## config.mk

```make
export PLATFORM = sky130hd
export DESIGN_NAME = pcm_strobe_port
export DESIGN_NICKNAME = d
export VERILOG_FILES = /design/src/rtl/pcm_port_pkg.sv /design/src/rtl/pcm_sync.sv /design/src/rtl/pcm_edge.sv /design/src/rtl/pcm_tx_shift.sv /design/src/rtl/pcm_rx_shift.sv /design/src/rtl/pcm_strobe_port.sv
export SDC_FILE = /design/constraint.sdc
export NUM_CORES = 1
export LEC_CHECK = 0
export BUFFER_PORTS_ARGS = -buffer_cell sky130_fd_sc_hd__buf_2
export CAP_MARGIN = 10
export CORE_ASPECT_RATIO = 1.4
export CORE_MARGIN = 1.5
export CORE_UTILIZATION = 25
export CTS_CLUSTER_SIZE = 14
export DETAILED_ROUTE_END_ITERATION = 10
export PLACE_DENSITY = 0.42
export SLEW_MARGIN = 20
export SYNTH_ARGS = -nofsm -noshare
export SYNTH_HDL_FRONTEND = slang
export SYNTH_SLANG_ARGS = --single-unit
```

## constraint.sdc

```tcl
create_clock -name clk -period 3.05 [get_ports clk]
set_input_delay 0.1525 -clock clk [delete_from_list [all_inputs] [get_ports clk]]
set_output_delay 0.1525 -clock clk [all_outputs]
set_load 0.02 [all_outputs]
```

## src/rtl/pcm_port_pkg.sv

```systemverilog
// Package: shared types for the strobe-framed serial PCM port.
// Assumes: nothing; holds the slot state encoding used by the shifters.
package pcm_port_pkg;

    // Whether the shared transmit/receive timeslot is currently open.
    typedef enum logic {
        SLOT_IDLE = 1'b0,
        SLOT_OPEN = 1'b1
    } slot_e;

endpackage

```

## src/rtl/pcm_sync.sv

```systemverilog
// Module: pcm_sync
// Multi-bit flip-flop synchroniser. Each bit passes through STAGES registers.
// Assumes: the bits are independent level signals that need identical delay;
// all of them see the same number of stages so their relative timing holds.
module pcm_sync #(
    parameter int WIDTH  = 3,
    parameter int STAGES = 2
) (
    input  logic             clk,
    input  logic             rst_n,
    input  logic [WIDTH-1:0] async_in,
    output logic [WIDTH-1:0] sync_out
);

    logic [WIDTH-1:0] chain [STAGES];

    generate
        for (genvar s = 0; s < STAGES; s++) begin : g_stage
            if (s == 0) begin : g_first
                // Purpose: first capture of the asynchronous inputs.
                always_ff @(posedge clk) begin
                    if (!rst_n) chain[0] <= '0;
                    else        chain[0] <= async_in;
                end
            end else begin : g_next
                // Purpose: further settling stage.
                always_ff @(posedge clk) begin
                    if (!rst_n) chain[s] <= '0;
                    else        chain[s] <= chain[s-1];
                end
            end
        end
    endgenerate

    assign sync_out = chain[STAGES-1];

endmodule

```

## src/rtl/pcm_edge.sv

```systemverilog
// Module: pcm_edge
// Finds rising and falling transitions of a synchronised level signal and
// reports each one as a single-cycle pulse.
// Assumes: the input is already synchronous to clk.
module pcm_edge (
    input  logic clk,
    input  logic rst_n,
    input  logic level,
    output logic rise,
    output logic fall
);

    logic level_q;

    // Purpose: remember the previous sample of the level.
    always_ff @(posedge clk) begin
        if (!rst_n) level_q <= 1'b0;
        else        level_q <= level;
    end

    assign rise = level & ~level_q;
    assign fall = ~level & level_q;

endmodule

```

## src/rtl/pcm_tx_shift.sv

```systemverilog
// Module: pcm_tx_shift
// Transmit half of the port. Holds the next byte written from the parallel
// side. Opens the slot on a bit-clock rising edge that sees the strobe high,
// captures the held byte at that moment and shifts it out MSB first, one bit
// per rising edge. Closes the slot on the first rising edge with the strobe low.
// Assumes: bit_rise is a one-cycle pulse; strobe is aligned to it.
module pcm_tx_shift
    import pcm_port_pkg::*;
#(
    parameter int WORD_W = 8
) (
    input  logic              clk,
    input  logic              rst_n,
    input  logic              bit_rise,
    input  logic              strobe,
    input  logic [WORD_W-1:0] load_byte,
    input  logic              load_en,
    output logic              ser_out,
    output logic              slot_open
);

    logic [WORD_W-1:0] hold_q;
    logic [WORD_W-1:0] shift_q;
    logic              out_q;
    slot_e             state_q;

    // Purpose: parallel-side holding register for the next frame.
    always_ff @(posedge clk) begin
        if (!rst_n)       hold_q <= '0;
        else if (load_en) hold_q <= load_byte;
    end

    // Purpose: slot open/close and MSB-first serialisation on rising edges.
    always_ff @(posedge clk) begin
        if (!rst_n) begin
            state_q <= SLOT_IDLE;
            shift_q <= '0;
            out_q   <= 1'b0;
        end else if (bit_rise) begin
            if (strobe) begin
                if (state_q == SLOT_IDLE) begin
                    state_q <= SLOT_OPEN;
                    out_q   <= hold_q[WORD_W-1];
                    shift_q <= hold_q << 1;
                end else begin
                    out_q   <= shift_q[WORD_W-1];
                    shift_q <= shift_q << 1;
                end
            end else begin
                state_q <= SLOT_IDLE;
                out_q   <= 1'b0;
                shift_q <= '0;
            end
        end
    end

    assign ser_out   = out_q;
    assign slot_open = (state_q == SLOT_OPEN);

endmodule

```

## src/rtl/pcm_rx_shift.sv

```systemverilog
// Module: pcm_rx_shift
// Receive half of the port. Samples the data line on bit-clock falling edges
// while the slot is open, MSB first. On the last sample of a word it moves
// the word to the output register and pulses valid for one cycle. Samples
// after a full word are ignored; a closed slot discards any partial word.
// Assumes: bit_fall is a one-cycle pulse; din is aligned to it.
module pcm_rx_shift #(
    parameter int WORD_W = 8
) (
    input  logic              clk,
    input  logic              rst_n,
    input  logic              bit_fall,
    input  logic              slot_open,
    input  logic              din,
    output logic [WORD_W-1:0] word_out,
    output logic              word_valid
);

    localparam int CNT_W = $clog2(WORD_W + 1);
    localparam logic [CNT_W-1:0] LAST = CNT_W'(WORD_W - 1);
    localparam logic [CNT_W-1:0] FULL = CNT_W'(WORD_W);

    logic [WORD_W-1:0] shift_q;
    logic [WORD_W-1:0] word_q;
    logic [CNT_W-1:0]  cnt_q;
    logic              valid_q;
    logic              take;
    logic [WORD_W-1:0] shift_nxt;

    assign take      = bit_fall && slot_open && (cnt_q != FULL);
    assign shift_nxt = {shift_q[WORD_W-2:0], din};

    // Purpose: sample counting and shifting; cleared whenever the slot is shut.
    always_ff @(posedge clk) begin
        if (!rst_n) begin
            cnt_q   <= '0;
            shift_q <= '0;
        end else if (!slot_open) begin
            cnt_q   <= '0;
            shift_q <= '0;
        end else if (take) begin
            cnt_q   <= cnt_q + 1'b1;
            shift_q <= shift_nxt;
        end
    end

    // Purpose: publish a completed word with a one-cycle valid pulse.
    always_ff @(posedge clk) begin
        if (!rst_n) begin
            word_q  <= '0;
            valid_q <= 1'b0;
        end else begin
            valid_q <= 1'b0;
            if (take && (cnt_q == LAST)) begin
                word_q  <= shift_nxt;
                valid_q <= 1'b1;
            end
        end
    end

    assign word_out   = word_q;
    assign word_valid = valid_q;

endmodule

```

## src/rtl/pcm_strobe_port.sv

```systemverilog
// Module: pcm_strobe_port (top)
// Strobe-framed serial PCM port. Synchronises bit clock, strobe and data,
// finds bit-clock edges, and runs the transmit and receive shifters over one
// shared strobed timeslot per frame.
// Assumes: the bit clock is slower than clk by enough margin that each of its
// phases spans more than SYNC_STAGES+1 system cycles.
module pcm_strobe_port #(
    parameter int WORD_W      = 8,
    parameter int SYNC_STAGES = 2
) (
    input  logic              clk,
    input  logic              rst_n,
    input  logic              bclk_in,
    input  logic              strobe_in,
    input  logic              din_in,
    input  logic [WORD_W-1:0] tx_byte,
    input  logic              tx_load,
    output logic              pcm_dout,
    output logic              pcm_dout_oe,
    output logic [WORD_W-1:0] rx_byte,
    output logic              rx_valid
);

    localparam int N_SYNC = 3;

    logic [N_SYNC-1:0] pins_s;
    logic              bclk_s;
    logic              strobe_s;
    logic              din_s;
    logic              bit_rise;
    logic              bit_fall;
    logic              slot_open;

    pcm_sync #(.WIDTH(N_SYNC), .STAGES(SYNC_STAGES)) u_sync (
        .clk      (clk),
        .rst_n    (rst_n),
        .async_in ({bclk_in, strobe_in, din_in}),
        .sync_out (pins_s)
    );

    assign {bclk_s, strobe_s, din_s} = pins_s;

    pcm_edge u_edge (
        .clk   (clk),
        .rst_n (rst_n),
        .level (bclk_s),
        .rise  (bit_rise),
        .fall  (bit_fall)
    );

    pcm_tx_shift #(.WORD_W(WORD_W)) u_tx (
        .clk       (clk),
        .rst_n     (rst_n),
        .bit_rise  (bit_rise),
        .strobe    (strobe_s),
        .load_byte (tx_byte),
        .load_en   (tx_load),
        .ser_out   (pcm_dout),
        .slot_open (slot_open)
    );

    pcm_rx_shift #(.WORD_W(WORD_W)) u_rx (
        .clk        (clk),
        .rst_n      (rst_n),
        .bit_fall   (bit_fall),
        .slot_open  (slot_open),
        .din        (din_s),
        .word_out   (rx_byte),
        .word_valid (rx_valid)
    );

    assign pcm_dout_oe = slot_open;

endmodule

```

After elaboration in Yosys (flattened, before gate mapping)
Memory sizes are Yosys's and may differ from the RTL's. Cells that the tools add are included.

Memories: 1. Output and inout port bits: 11. RAM bits: 6. Register bits: 39. Bits of input ports: 14. Word-level logic and storage cells: 33.

Memories: u_sync.chain (depth 2, width 3, rd ports 2, clocked after Yosys merged registers in 0, wr ports 2, line pcm_sync.sv:15) `logic [WIDTH-1:0] chain [STAGES];`.

Multiplexer cells: 10. Bitwise gates (word level): 6. Equal/unequal tests: 2. Reductions and logical operators: 4. Add/subtract/negate cells: 1.

Operators by type and width (count): 2-to-1 mux 8 bit (2); 2-to-1 mux 1 bit (6); 2-to-1 mux 3 bit (2); adder 4 x 1 -> 4 bit (second input constant) (1); == test 4 x 3 -> 1 bit (second input constant) (1); != test 4 bit (second input constant) (1); logical AND 1 bit (3); AND 1 bit (2); inverter 1 bit (2); bitwise OR 1 bit (2); AND reduction 2 bit (1).

Depth between registers and ports, before layout
Depth after elaboration: 6. Gate-level depth with buffers: 5. Gate-level depth less buffers: 5.

By module
Synthesis repeated with hierarchy kept, for this count alone.

Cell total of the unflattened synthesis: 165. Area total of the unflattened synthesis: 1727.9 um^2.

By module, submodules not included: pcm_rx_shift (area each 840.8 um^2, cells each 91, times used 1, sequential area each 400.4 um^2); pcm_tx_shift (area each 690.7 um^2, cells each 58, times used 1, sequential area each 340.3 um^2); pcm_sync (area each 157.7 um^2, cells each 12, times used 1, sequential area each 120.1 um^2); pcm_edge (area each 38.8 um^2, cells each 4, times used 1, sequential area each 20.0 um^2).

Worst setup path after synthesis
No wires, ideal clock.

Path kind: reg2reg. Start: reg u_rx.cnt_q[0]. End: reg u_rx.cnt_q[2]. Setup time: 0.070 ns. Setup slack: 1.690 ns. Stages on the path, launching flop included: 6. Clock period less this slack: 1.360 ns. Buffers on the path: 0. Arrival: 1.290 ns. Data required time: 2.980 ns. Path through: dfxtp_1 -> inv_1 -> ha_1 -> and3b_1 -> or4_1 -> a21oi_1.

Word-level cells in the longest chain between the ends: 2. Elaborated cells on any way between the ends: 3. Those cells by class: add/sub: 1; eq/ne: 1; reduce/logical: 1.

RTL lines: start: declaration (line pcm_rx_shift.sv:25) `logic [CNT_W-1:0] cnt_q;`; start signal: assignment (line pcm_rx_shift.sv:42) `cnt_q <= cnt_q + 1'b1;`; parallel branches: the longest is 2 deep, another holds adder 4 x 1 -> 4 bit.

Several ways; the timed one is not identified. A chain may end at the register's enable or synchronous reset.

Worst setup path in the final report
Start: reg u_tx.state_q (netlist: u_tx.slot_open). End: reg u_rx.word_q[1] (netlist: u_rx.word_out[1]).

Word-level cells in the longest chain between the ends: 3.

RTL lines: start: declaration (line pcm_tx_shift.sv:25) `slot_e state_q;`; start signal: assignment (line pcm_tx_shift.sv:36) `state_q <= SLOT_IDLE;`; start signal: assignment (line pcm_tx_shift.sv:42) `state_q <= SLOT_OPEN;`; start signal: assignment (line pcm_tx_shift.sv:50) `state_q <= SLOT_IDLE;`; logical AND 1 bit (2 in series) (line pcm_rx_shift.sv:30) `assign take = bit_fall && slot_open && (cnt_q != FULL);`; logical AND 1 bit (line pcm_rx_shift.sv:54) `if (take && (cnt_q == LAST)) begin`; end signal: assignment (line pcm_rx_shift.sv:55) `word_q <= shift_nxt;`; end: declaration (line pcm_rx_shift.sv:24) `logic [WORD_W-1:0] word_q;`.

No other way between the ends.

==> impl_table.tex <==
\begin{tabular}{lr}
\hline
Metric & Value \\
\hline
\multicolumn{2}{l}{\textbf{Run status}} \\
Status & complete, no violations \\
\multicolumn{2}{l}{\textbf{Clocking}} \\
Maximum buffer depth of the clock tree & 2 \\
Total CTS buffers & 5 \\
Post-cts gate resize count & 0 \\
\# Post-CTS Setup Buffers & 0 \\
CTS H-Tree Depth & 2 \\
Clock slew at reported path FFs & about 0.08 ns \\
Clock latency on the worst-skew pair & between 0.2 and 0.3 ns \\
CTS sink cnt & 44 \\
Root buf cell & clkbuf\_8 \\
TritonCTS clock tree & built \\
Cts hold-fix bufs & 0 \\
\multicolumn{2}{l}{\textbf{Cells and area}} \\
Number of cells in the finished layout apart from fillers & approximately 280 \\
Diode count & 0 \\
Leading cell type in the layout, fill and taps excluded & dfxtp\_1 \\
Fraction of final layout cells sized beyond drive strength 1 & 0.188 \\
Area Growth Syn to Fin & 17.0\% \\
Number of fill cells in the layout & just over 700 \\
Leading cell types in the layout, fill and taps excluded & dfxtp\_1, mux2i\_1, nand2\_1, buf\_2, and2\_1 \\
Net count reported at finish & between 200 and 250 \\
\multicolumn{2}{l}{\textbf{GRT}} \\
Number of antenna violations at the first check in global routing & 0 \\
GRT Overall Usage & 0.0953 \\
Number of global-route vias before repair & 1191 \\
Global-route wire length before repair & 5.46 mm \\
Pin count of the biggest net entering global routing & 39 \\
Residual overflow from global routing & 0 \\
\multicolumn{2}{l}{\textbf{Placed design}} \\
Hpwl dp & $\sim$2.3 mm \\
Worst slack at placement & 1.36 ns \\
Inst Count DP & approximately 280 \\
Last weighted congestion value of the routability-driven placer & roughly 0.67 \\
Number of buffers added on ports & 24 \\
\multicolumn{2}{l}{\textbf{Timing}} \\
Accumulated negative setup slack & 0 ns \\
Final number of setup-violating endpoints & 0 \\
Pin slew with the least headroom to its limit & 0.630 ns \\
Setup clock skew after layout & about 0.0057 ns \\
Final setup margin & $\sim$1.4 ns \\
Final critical delay including setup and external delays & 1.65 ns \\
Headroom to the max-slew limit & 0.580 \\
WHS & just over 0.06 ns \\
Setup repair after global routing missed its margin & no \\
Post-route clock period utilization & 0.542 \\
Slew Limit Fails & 0 \\
Hold Vio Cnt, Final & 0 \\
Maximum achievable frequency & roughly 600 MHz \\
\multicolumn{2}{l}{\textbf{Logic synthesis}} \\
Count of different cell masters after synthesis & 25 \\
Cell area after technology mapping & 1710 um\^{}2 \\
Seq/Total Area, Yosys & 0.514 \\
Largest area contributor in the synthesized netlist & dfxtp\_1 \\
Count of warnings emitted by yosys & 0 \\
Syn avg cell area & 10.3 um\^{}2 \\
Portion of synthesized cell area occupied by the leading cell type & 0.514 \\
FF+latch count, synth & 44 \\
Gate count after technology mapping & roughly 170 \\
Synth top area cells & dfxtp\_1, mux2i\_1, nand2\_1 \\
Mapped Nets & 183 \\
\multicolumn{2}{l}{\textbf{Route}} \\
Vias per cell & 4.11 \\
Detail-routed net length per standard cell & roughly 11 um \\
Number of nets with antenna violations after routing & 0 \\
Residual DRC & 0 \\
Number of vias in the routed layout & 1163 \\
Count of TritonRoute iterations in the first routing pass & 4 \\
Initial DRC Count & 23 \\
Total wirelength of the detailed-routed design & $\sim$3.1 mm \\
\multicolumn{2}{l}{\textbf{Flow run}} \\
\# Max-Cap Violations & 0 \\
\multicolumn{2}{l}{\textbf{Critical path}} \\
CP Max Fanout & 14 \\
Kind of end point of the critical path & flip-flop \\
Critical path startpoint category & flip-flop \\
Critical Path AT & approximately 1.9 ns \\
Required time reported for the critical path endpoint & about 3.3 ns \\
Startpoint-to-endpoint class of the critical path & flip-flop to flip-flop \\
\multicolumn{2}{l}{\textbf{Die}} \\
Site row count & 35 \\
Die area & roughly 7400 um\^{}2 \\
Die boundary width & about 73 um \\
Die Ht & approximately 100 um \\
Io pins & 25 \\
Placeable core area & approximately 6600 um\^{}2 \\
Initial Utilization & 0.259 \\
\multicolumn{2}{l}{\textbf{Pwr}} \\
Leak Pwr & between 0.0007 and 0.0008 uW \\
PnR Total Power & roughly 1000 uW \\
Worst vdd rail ir drop & roughly 0.00025 V \\
P per Cell Area & 503 nW/um\^{}2 \\
\multicolumn{2}{l}{\textbf{Hold path}} \\
HP Class & input pin to flip-flop \\
\hline
\end{tabular}
-- cell families (layout without fill, tap and decap cells) --
| kind of cell | after synthesis | count (layout) | synth area share |
|---|---|---|---|
| and+or+nand+nor | 62 | 62 | 0.197 |
| DFF | 44 | 44 | 0.514 |
| muxes | 30 | 30 | 0.176 |
| AOI/OAI and AO/OA | 17 | 17 | 0.0657 |
| buffers and inverters | 12 | 36 | 0.0321 |
| adders and majority gates | 2 | 2 | 0.0146 |
-- metal layers --
metal / share of wire / track usage
met1: 0.50 / 0.123
met2: 0.44 / 0.146
met3: 0.041 / 0.0270
met4: 0.020 / 0.0435
met5: 0 / 0
-- cell usage after synthesis --
| master | number |
|---|---|
| ha_1 | 2 |
| and2_1 | 10 |
| o21ai_0 | 5 |
| or3_1 | 1 |
| nand2_1 | 28 |
| nand2b_1 | 1 |
| nand3b_4 | 1 |
| nand3b_1 | 1 |
| inv_1 | 3 |
| nor2_2 | 1 |
| and3b_1 | 2 |
| o2bb2ai_1 | 6 |
| buf_2 | 2 |
| nor3_1 | 1 |
| buf_4 | 2 |
| a21boi_0 | 2 |
| a21oi_1 | 4 |
| or4_1 | 1 |
| mux2i_1 | 29 |
| nor2b_1 | 9 |
| clkbuf_1 | 5 |
| nand3_1 | 4 |
| nand4b_1 | 2 |
| dfxtp_1 | 44 |
| mux2_2 | 1 |
-- metrics by stage --
step            util  area, um^2
2_1_floorplan      -        1710
3_3_place_gp   0.289        1910
3_5_place_dp   0.289        1910
4_1_cts        0.303        2000
5_1_grt        0.303        2000
6_report       0.303        2000
-- worst paths after layout --
check	from	slack [ns]	depth (start not counted)	to
max reg2reg	u_tx.slot_open$_SDFFE_PN0P_	1.40	4	u_rx.word_out[1]$_SDFFE_PN0P_
max	u_tx.slot_open$_SDFFE_PN0P_	1.40	4	u_rx.word_out[1]$_SDFFE_PN0P_
min	bclk_in	0.06	2	u_sync.chain[0][2]$_SDFF_PN0_
min reg2reg	u_sync.chain[0][0]$_SDFF_PN0_	0.44	1	u_sync.chain[1][0]$_SDFF_PN0_
-- cell type report --
| cell class | count | area [um^2] | area share |
|---|---|---|---|
| Clock buffer | 6 | 82.6 | 0.0412 |
| Clock inverter | 2 | 10.0 | 0.00499 |
| Inverter | 3 | 11.3 | 0.00562 |
| Multi-Input combinational cell | 111 | 777 | 0.388 |
| Sequential cell | 44 | 881 | 0.439 |
| Tap cell | 92 | 115 | 0.0574 |
| Timing Repair Buffer | 25 | 128 | 0.0637 |
-- power by group --
part	internal, uW	switching [uW]
logic	20.4	19.6
clock network	181	196
registers	585	7.03
-- sequential cells by signal, indices dropped and copies added (netlist names) --
name             count
u_rx.word_out        8
u_tx.hold_q          8
u_rx.shift_q         7
u_tx.shift_q         7
u_sync.chain         6
u_rx.cnt_q           4
u_edge.level_q       1
u_rx.word_valid      1
u_tx.ser_out         1
u_tx.slot_open       1
-- worst max-delay path: stages, from the launching register on --
cell and delay, ns:
dfxtp_1 0.73, nand4b_1 0.23, nor3_1 0.18, buf_4 0.22, mux2i_1 0.21
Note: power is estimated with default switching activity, not from simulation.
